--- src/rtl/cslot_pkg.sv ---
package cslot_pkg;

    // Default event codes of the three dedicated-slot events
    localparam logic [7:0] DEF_CODE_INSTR  = 8'hA1;
    localparam logic [7:0] DEF_CODE_CYCLES = 8'hA2;
    localparam logic [7:0] DEF_CODE_BUS    = 8'hA3;

    // Most dedicated slots the decoder knows about
    localparam int MAX_FIX = 3;

    // Which rule produced the decision for the current request
    typedef enum logic [2:0] {
        SRC_NONE,
        SRC_FIXED,
        SRC_PREV,
        SRC_LOW,
        SRC_BUSY
    } src_e;

    function automatic logic src_grants(input src_e s);
        return (s == SRC_FIXED) || (s == SRC_PREV) || (s == SRC_LOW);
    endfunction

    function automatic int min_int(input int a, input int b);
        return (a < b) ? a : b;
    endfunction

endpackage

--- src/rtl/cslot_fix_decode.sv ---
module cslot_fix_decode import cslot_pkg::*; #(
    parameter int              N_GEN      = 4,
    parameter int              N_FIX      = 3,
    parameter int              EVT_W      = 8,
    parameter int              IDX_W      = 3,
    parameter logic [EVT_W-1:0] CODE_INSTR  = EVT_W'(DEF_CODE_INSTR),
    parameter logic [EVT_W-1:0] CODE_CYCLES = EVT_W'(DEF_CODE_CYCLES),
    parameter logic [EVT_W-1:0] CODE_BUS    = EVT_W'(DEF_CODE_BUS)
) (
    input  logic [EVT_W-1:0] event_code,
    output logic             hit,
    output logic [IDX_W-1:0] slot
);
    localparam int N_USE = min_int(N_FIX, MAX_FIX);

    generate
        if (N_USE == 0) begin : g_none
            assign hit  = 1'b0;
            assign slot = '0;
        end else begin : g_dec
            logic [EVT_W-1:0] codes [MAX_FIX];
            assign codes[0] = CODE_INSTR;
            assign codes[1] = CODE_CYCLES;
            assign codes[2] = CODE_BUS;

            always_comb begin
                hit  = 1'b0;
                slot = '0;
                for (int k = 0; k < N_USE; k++) begin
                    if (!hit && event_code == codes[k]) begin
                        hit  = 1'b1;
                        slot = IDX_W'(N_GEN + k);
                    end
                end
            end
        end
    endgenerate

endmodule

--- src/rtl/cslot_low_free.sv ---
module cslot_low_free #(
    parameter int N   = 4,
    parameter int W   = 2
) (
    input  logic [N-1:0] free_vec,
    output logic         found,
    output logic [W-1:0] idx
);
    // Scan from the top so the lowest free index is written last
    always_comb begin
        found = 1'b0;
        idx   = '0;
        for (int i = N - 1; i >= 0; i--) begin
            if (free_vec[i]) begin
                found = 1'b1;
                idx   = W'(i);
            end
        end
    end

endmodule

--- src/rtl/cslot_alloc.sv ---
module cslot_alloc import cslot_pkg::*; #(
    parameter int               N_GEN       = 4,
    parameter int               N_FIX       = 3,
    parameter int               EVT_W       = 8,
    parameter logic [EVT_W-1:0] CODE_INSTR  = EVT_W'(DEF_CODE_INSTR),
    parameter logic [EVT_W-1:0] CODE_CYCLES = EVT_W'(DEF_CODE_CYCLES),
    parameter logic [EVT_W-1:0] CODE_BUS    = EVT_W'(DEF_CODE_BUS),
    localparam int              N_TOT       = N_GEN + N_FIX,
    localparam int              IDX_W       = (N_TOT > 1) ? $clog2(N_TOT) : 1,
    localparam int              GW          = (N_GEN > 1) ? $clog2(N_GEN) : 1
) (
    input  logic             clk,
    input  logic             rst,
    input  logic             req_valid,
    input  logic [EVT_W-1:0] req_event,
    input  logic             req_nmi,
    input  logic [IDX_W-1:0] req_prev,
    input  logic             rel_valid,
    input  logic [IDX_W-1:0] rel_idx,
    output logic             grant_valid,
    output logic             grant_busy,
    output logic [IDX_W-1:0] grant_idx,
    output logic [N_TOT-1:0] used_map
);

    logic [N_TOT-1:0] used_q, map_rel, map_nxt;
    logic             fix_hit, fix_want, rel_ok, prev_ok, low_found;
    logic [IDX_W-1:0] fix_slot, pick;
    logic [GW-1:0]    low_idx;
    src_e             src;

    cslot_fix_decode #(
        .N_GEN(N_GEN), .N_FIX(N_FIX), .EVT_W(EVT_W), .IDX_W(IDX_W),
        .CODE_INSTR(CODE_INSTR), .CODE_CYCLES(CODE_CYCLES), .CODE_BUS(CODE_BUS)
    ) u_fix (
        .event_code(req_event),
        .hit       (fix_hit),
        .slot      (fix_slot)
    );

    // Release is applied before the search sees the map
    assign rel_ok  = int'(rel_idx) < N_TOT;
    assign prev_ok = int'(req_prev) < N_GEN;

    always_comb begin
        map_rel = used_q;
        if (rel_valid && rel_ok) begin
            map_rel[rel_idx] = 1'b0;
        end
    end

    cslot_low_free #(.N(N_GEN), .W(GW)) u_low (
        .free_vec(~map_rel[N_GEN-1:0]),
        .found   (low_found),
        .idx     (low_idx)
    );

    assign fix_want = fix_hit && !req_nmi;

    always_comb begin
        src  = SRC_NONE;
        pick = '0;
        if (req_valid) begin
            if (fix_want && !map_rel[fix_slot]) begin
                src  = SRC_FIXED;
                pick = fix_slot;
            end else if (!fix_want && prev_ok && !map_rel[req_prev]) begin
                src  = SRC_PREV;
                pick = req_prev;
            end else if (low_found) begin
                src  = SRC_LOW;
                pick = IDX_W'(low_idx);
            end else begin
                src  = SRC_BUSY;
            end
        end
        map_nxt = map_rel;
        if (src_grants(src)) begin
            map_nxt[pick] = 1'b1;
        end
    end

    always_ff @(posedge clk) begin
        if (rst) begin
            used_q      <= '0;
            grant_valid <= 1'b0;
            grant_busy  <= 1'b0;
            grant_idx   <= '0;
        end else begin
            used_q      <= map_nxt;
            grant_valid <= req_valid;
            grant_busy  <= (src == SRC_BUSY);
            grant_idx   <= pick;
        end
    end

    assign used_map = used_q;

    // ---------------------------------------------------------------
    // Assertions
    // ---------------------------------------------------------------
    logic [N_TOT-1:0] map_d1;
    logic             rel_d1, rel_ok_d1, nmi_d1;
    logic [IDX_W-1:0] rel_idx_d1;

    always_ff @(posedge clk) begin
        if (rst) begin
            map_d1     <= '0;
            rel_d1     <= 1'b0;
            rel_ok_d1  <= 1'b0;
            rel_idx_d1 <= '0;
            nmi_d1     <= 1'b0;
        end else begin
            map_d1     <= used_q;
            rel_d1     <= rel_valid;
            rel_ok_d1  <= rel_ok;
            rel_idx_d1 <= rel_idx;
            nmi_d1     <= req_valid && req_nmi;
        end
    end

    AST_GRANT_MARKED: assert property (@(posedge clk) disable iff (rst)
        (grant_valid && !grant_busy) |-> used_q[grant_idx]);

    AST_GRANT_WAS_FREE: assert property (@(posedge clk) disable iff (rst)
        (grant_valid && !grant_busy) |->
            (!map_d1[grant_idx] || (rel_d1 && rel_idx_d1 == grant_idx)));

    AST_BUSY_ALL_TAKEN: assert property (@(posedge clk) disable iff (rst)
        (grant_valid && grant_busy) |-> (&used_q[N_GEN-1:0]));

    AST_BUSY_SETS_NOTHING: assert property (@(posedge clk) disable iff (rst)
        (grant_valid && grant_busy) |-> ((used_q & ~map_d1) == '0));

    AST_NMI_GENERAL: assert property (@(posedge clk) disable iff (rst)
        (grant_valid && !grant_busy && nmi_d1) |-> (int'(grant_idx) < N_GEN));

    AST_RELEASE_CLEARS: assert property (@(posedge clk) disable iff (rst)
        (rel_d1 && rel_ok_d1) |->
            (!used_q[rel_idx_d1] ||
             (grant_valid && !grant_busy && grant_idx == rel_idx_d1)));

endmodule

--- config.mk ---
export PLATFORM = sky130hd
export DESIGN_NAME = cslot_alloc
export DESIGN_NICKNAME = d
export VERILOG_FILES = /design/src/rtl/cslot_pkg.sv /design/src/rtl/cslot_fix_decode.sv /design/src/rtl/cslot_low_free.sv /design/src/rtl/cslot_alloc.sv
export SDC_FILE = /design/constraint.sdc
export NUM_CORES = 1
export LEC_CHECK = 0
export ABC_AREA = 1
export BUFFER_PORTS_ARGS = -buffer_cell sky130_fd_sc_hd__buf_4
export CELL_PAD_IN_SITES_DETAIL_PLACEMENT = 0
export CELL_PAD_IN_SITES_GLOBAL_PLACEMENT = 1
export CORE_AREA = 5 5 56 58
export CTS_CLUSTER_DIAMETER = 80
export DETAILED_ROUTE_END_ITERATION = 6
export DIE_AREA = 0 0 61 63
export MAX_ROUTING_LAYER = met4
export PLACE_DENSITY_LB_ADDON = 0.1
export SLEW_MARGIN = 40
export SYNTH_ARGS = -nofsm -noshare
export SYNTH_HDL_FRONTEND = slang
export SYNTH_SLANG_ARGS = --single-unit
--- constraint.sdc ---
create_clock -name clk -period 3.4 [get_ports clk]
set_input_delay 0.17 -clock clk [delete_from_list [all_inputs] [get_ports clk]]
set_output_delay 0.17 -clock clk [all_outputs]
set_load 0.02 [all_outputs]
==> run metrics <==
status complete, no violations; layout cells sized above 1 a little under a third; Synth Area in XOR/XNOR 0%; Cell Count, Final, Fillers Out approximately 200; initial antenna violation count 0; Worst-path clk slew 80 ps; die area between 3000 and 4000 um^2; min Tclk post-route between 1000 and 1500 ps; syn avg cell area 6.05 um^2; Nets 191; global route hottest layer met2; Hold Path Class in2reg; Yosys warnings 0; number of setup buffers added after CTS 0; later-pin clock latency in the skew report between 200 and 300 ps; final hold vios 0; hold_sp rst; Simple-Gate Fraction of Synth Area between 40% and 50%; CTS sink cnt 12; CTS tree yes; Max-slew headroom between 80% and 90%; placed wire-length estimate 1.71 mm; Num CTS Buffers 3; kind of critical path reg2reg; Antenna Nets Post-Route 0; vias in the first global route 833; CP startpoint kind flip-flop; Via-to-Cell Ratio 4.45; CP cell instances inv_1, a21oi_1, a21oi_2, nand2_4, nand3_1, nand2_4, nand3_1, a21oi_1; Layout area overhead 34.9%; n_diodes 0; footprint of the multi-input gates 480 um^2; Placed Instances roughly 200; adder-cell share of the synthesized area 0%; CP max stage cell dfxtp_1; IO Pins 31; global-route wire length before repair approximately 3.4 mm; Max Fclk between 0.7 and 0.8 GHz; Final Slew Violations 0; Wirelength per Cell 9.62 um; Register Area 240 um^2; Crit path largest cell delay approximately 340 ps; die extent in x 61 um; largest fanout on the critical path 7; crit path DAT between 1500 and 2000 ps; largest family of logic cells by synthesized area simple AND/OR/NAND/NOR gates; met3 Use GR 3.10%; Clock Skews ~7.6 ps; Tot GR Track Use 11.8%; Worst Hold End used_map[2]$_SDFF_PP0_; flops & latches, synth 12; Starting DRT DRC Count 15; Longest Clk Path Bufs 2; Site Rows 19; crit path buf inv count 1; final setup fails 0; largest net degree at the start of global routing 12; final WL around 1.9 mm; CTS Root Cell clkbuf_4; syn_nets 157; via count about 900; routability cong. 0.829; Compound-Gate Fraction of Synth Area approximately 8%; kind of cell adding the most delay to the critical path compound AO/OA/AOI/OAI gates; Netlist Area Pre-Place 835 um^2; Worst path depth 8; Max Cap Viol 0; post-synth cell types 18; grt met2 use approximately 18%; setup TNS 0 ps; core footprint between 2000 and 3000 um^2; total power draw ~0.34 mW; fillcell total 314; post_cts resized 0; buffers added on ports 30; CP Capture Type flip-flop; Post-Synthesis Cells roughly 140; sequential cell area fraction in the yosys report about 29%; worst vdd ir about 0.22 mV; RSZ-0062 raised after global routing no; DRT Pass-1 Iters 3; setup slack, reg-to-reg between 1500 and 2000 ps; met1 Use GR 14.8%; Reg-to-Reg End used_map[4]$_SDFF_PP0_; Reg2Reg Depth 8; hold depth 2; post-synthesis mux area share 0%; hold_buf cts 0; die height approximately 63 um; # H-tree levels 1; DRC viols 0; Tcrit/Tclk final a little over two fifths; GRT overflow 0; LEAKAGE slightly below 0.6 nW; Tightest Pin Transition 289 ps; initial core utilization roughly a third; worst r2r src used_map[6]$_SDFF_PP0_; Crit path required time around 3600 ps; pwr/cell area about 300 nW/um^2
==> placed cells by master, fill, tap and decap left out, types with 2 or more instances in the layout <==
cell / n
a21oi_2: 2
nand2_1: 37
inv_2: 2
clkbuf_4: 3
nand3_1: 11
a21oi_1: 8
nand2_4: 2
buf_4: 30
inv_1: 26
nor2_4: 2
nor2_1: 19
nor3_1: 2
nand4_1: 2
dfxtp_1: 12
nand3_2: 3
nand2_2: 4
nor2_2: 3
==> routing by layer <==
metal,up-vias,routed length [um]
met1,389,891
met4,0,23
met5,-,0
met3,4,113
li1,487,-
met2,19,915
==> per-stage QoR <==
step | setup slack, ps | hold slack (ps) | cell area [um^2] | utilization, %
global placement | 1850 | 425 | 1090 | 41.7
global route | 1840 | 126 | 1130 | 43.1
floorplan | 2020 | 250 | 835 | -
finish | 1980 | 134 | 1130 | 43.1
CTS | 1960 | 129 | 1130 | 43.1
detailed placement | 1820 | 428 | 1090 | 41.7
==> flip-flops by register name, summed over array words and instances (netlist names) <==
register     cells
used_map         7
grant_idx        3
grant_busy       1
grant_valid      1
==> how the worst max path moves through the flow <==
| stage | start | to | slack [ps] |
|---|---|---|---|
| floorplan | used_map[6]$_SDFF_PP0_ | used_map[3]$_SDFF_PP0_ | 2020 |
| global placement | req_event[6] | used_map[3]$_SDFF_PP0_ | 1850 |
| detailed placement | req_event[6] | used_map[3]$_SDFF_PP0_ | 1820 |
| CTS | used_map[6]$_SDFF_PP0_ | used_map[4]$_SDFF_PP0_ | 1960 |
| global route | used_map[6]$_SDFF_PP0_ | used_map[3]$_SDFF_PP0_ | 1840 |
| finish | used_map[6]$_SDFF_PP0_ | used_map[4]$_SDFF_PP0_ | 1980 |
==> Yosys cell counts (all sizes together) <==
library cell | instances | area, um^2
inv | 28 | 105
o21ai | 1 | 8.76
a21oi | 10 | 57.6
nor3 | 2 | 10.0
and3 | 1 | 7.51
nand3 | 14 | 85.1
nand2 | 43 | 186
dlygate4sd1 | 1 | 8.76
dfxtp | 12 | 240
nor2 | 24 | 113
nand4 | 2 | 12.5
==> final cells by class <==
class | instances | share of cell area (%)
Multi-Input combinational cell | 97 | 42.7
Clock buffer | 4 | 3.22
Sequential cell | 12 | 21.3
Tap cell | 31 | 3.44
Inverter | 28 | 9.33
Timing Repair Buffer | 30 | 20.0
==> logic make-up (layout without fill, tap and decap cells) <==
| family | count (synthesis) | in the layout |
|---|---|---|
| buffers and inverters | 29 | 62 |
| AND/OR/NAND/NOR | 86 | 86 |
| AO/OA/AOI/OAI | 11 | 11 |
| flip-flops | 12 | 12 |
==> where the power goes <==
group          internal [mW]  total (mW)  switching (mW)
sequential             0.145       0.147         0.00228
combinational         0.0338      0.0776          0.0439
clock                 0.0651       0.111          0.0464
Power figures use the tool's default switching activity.
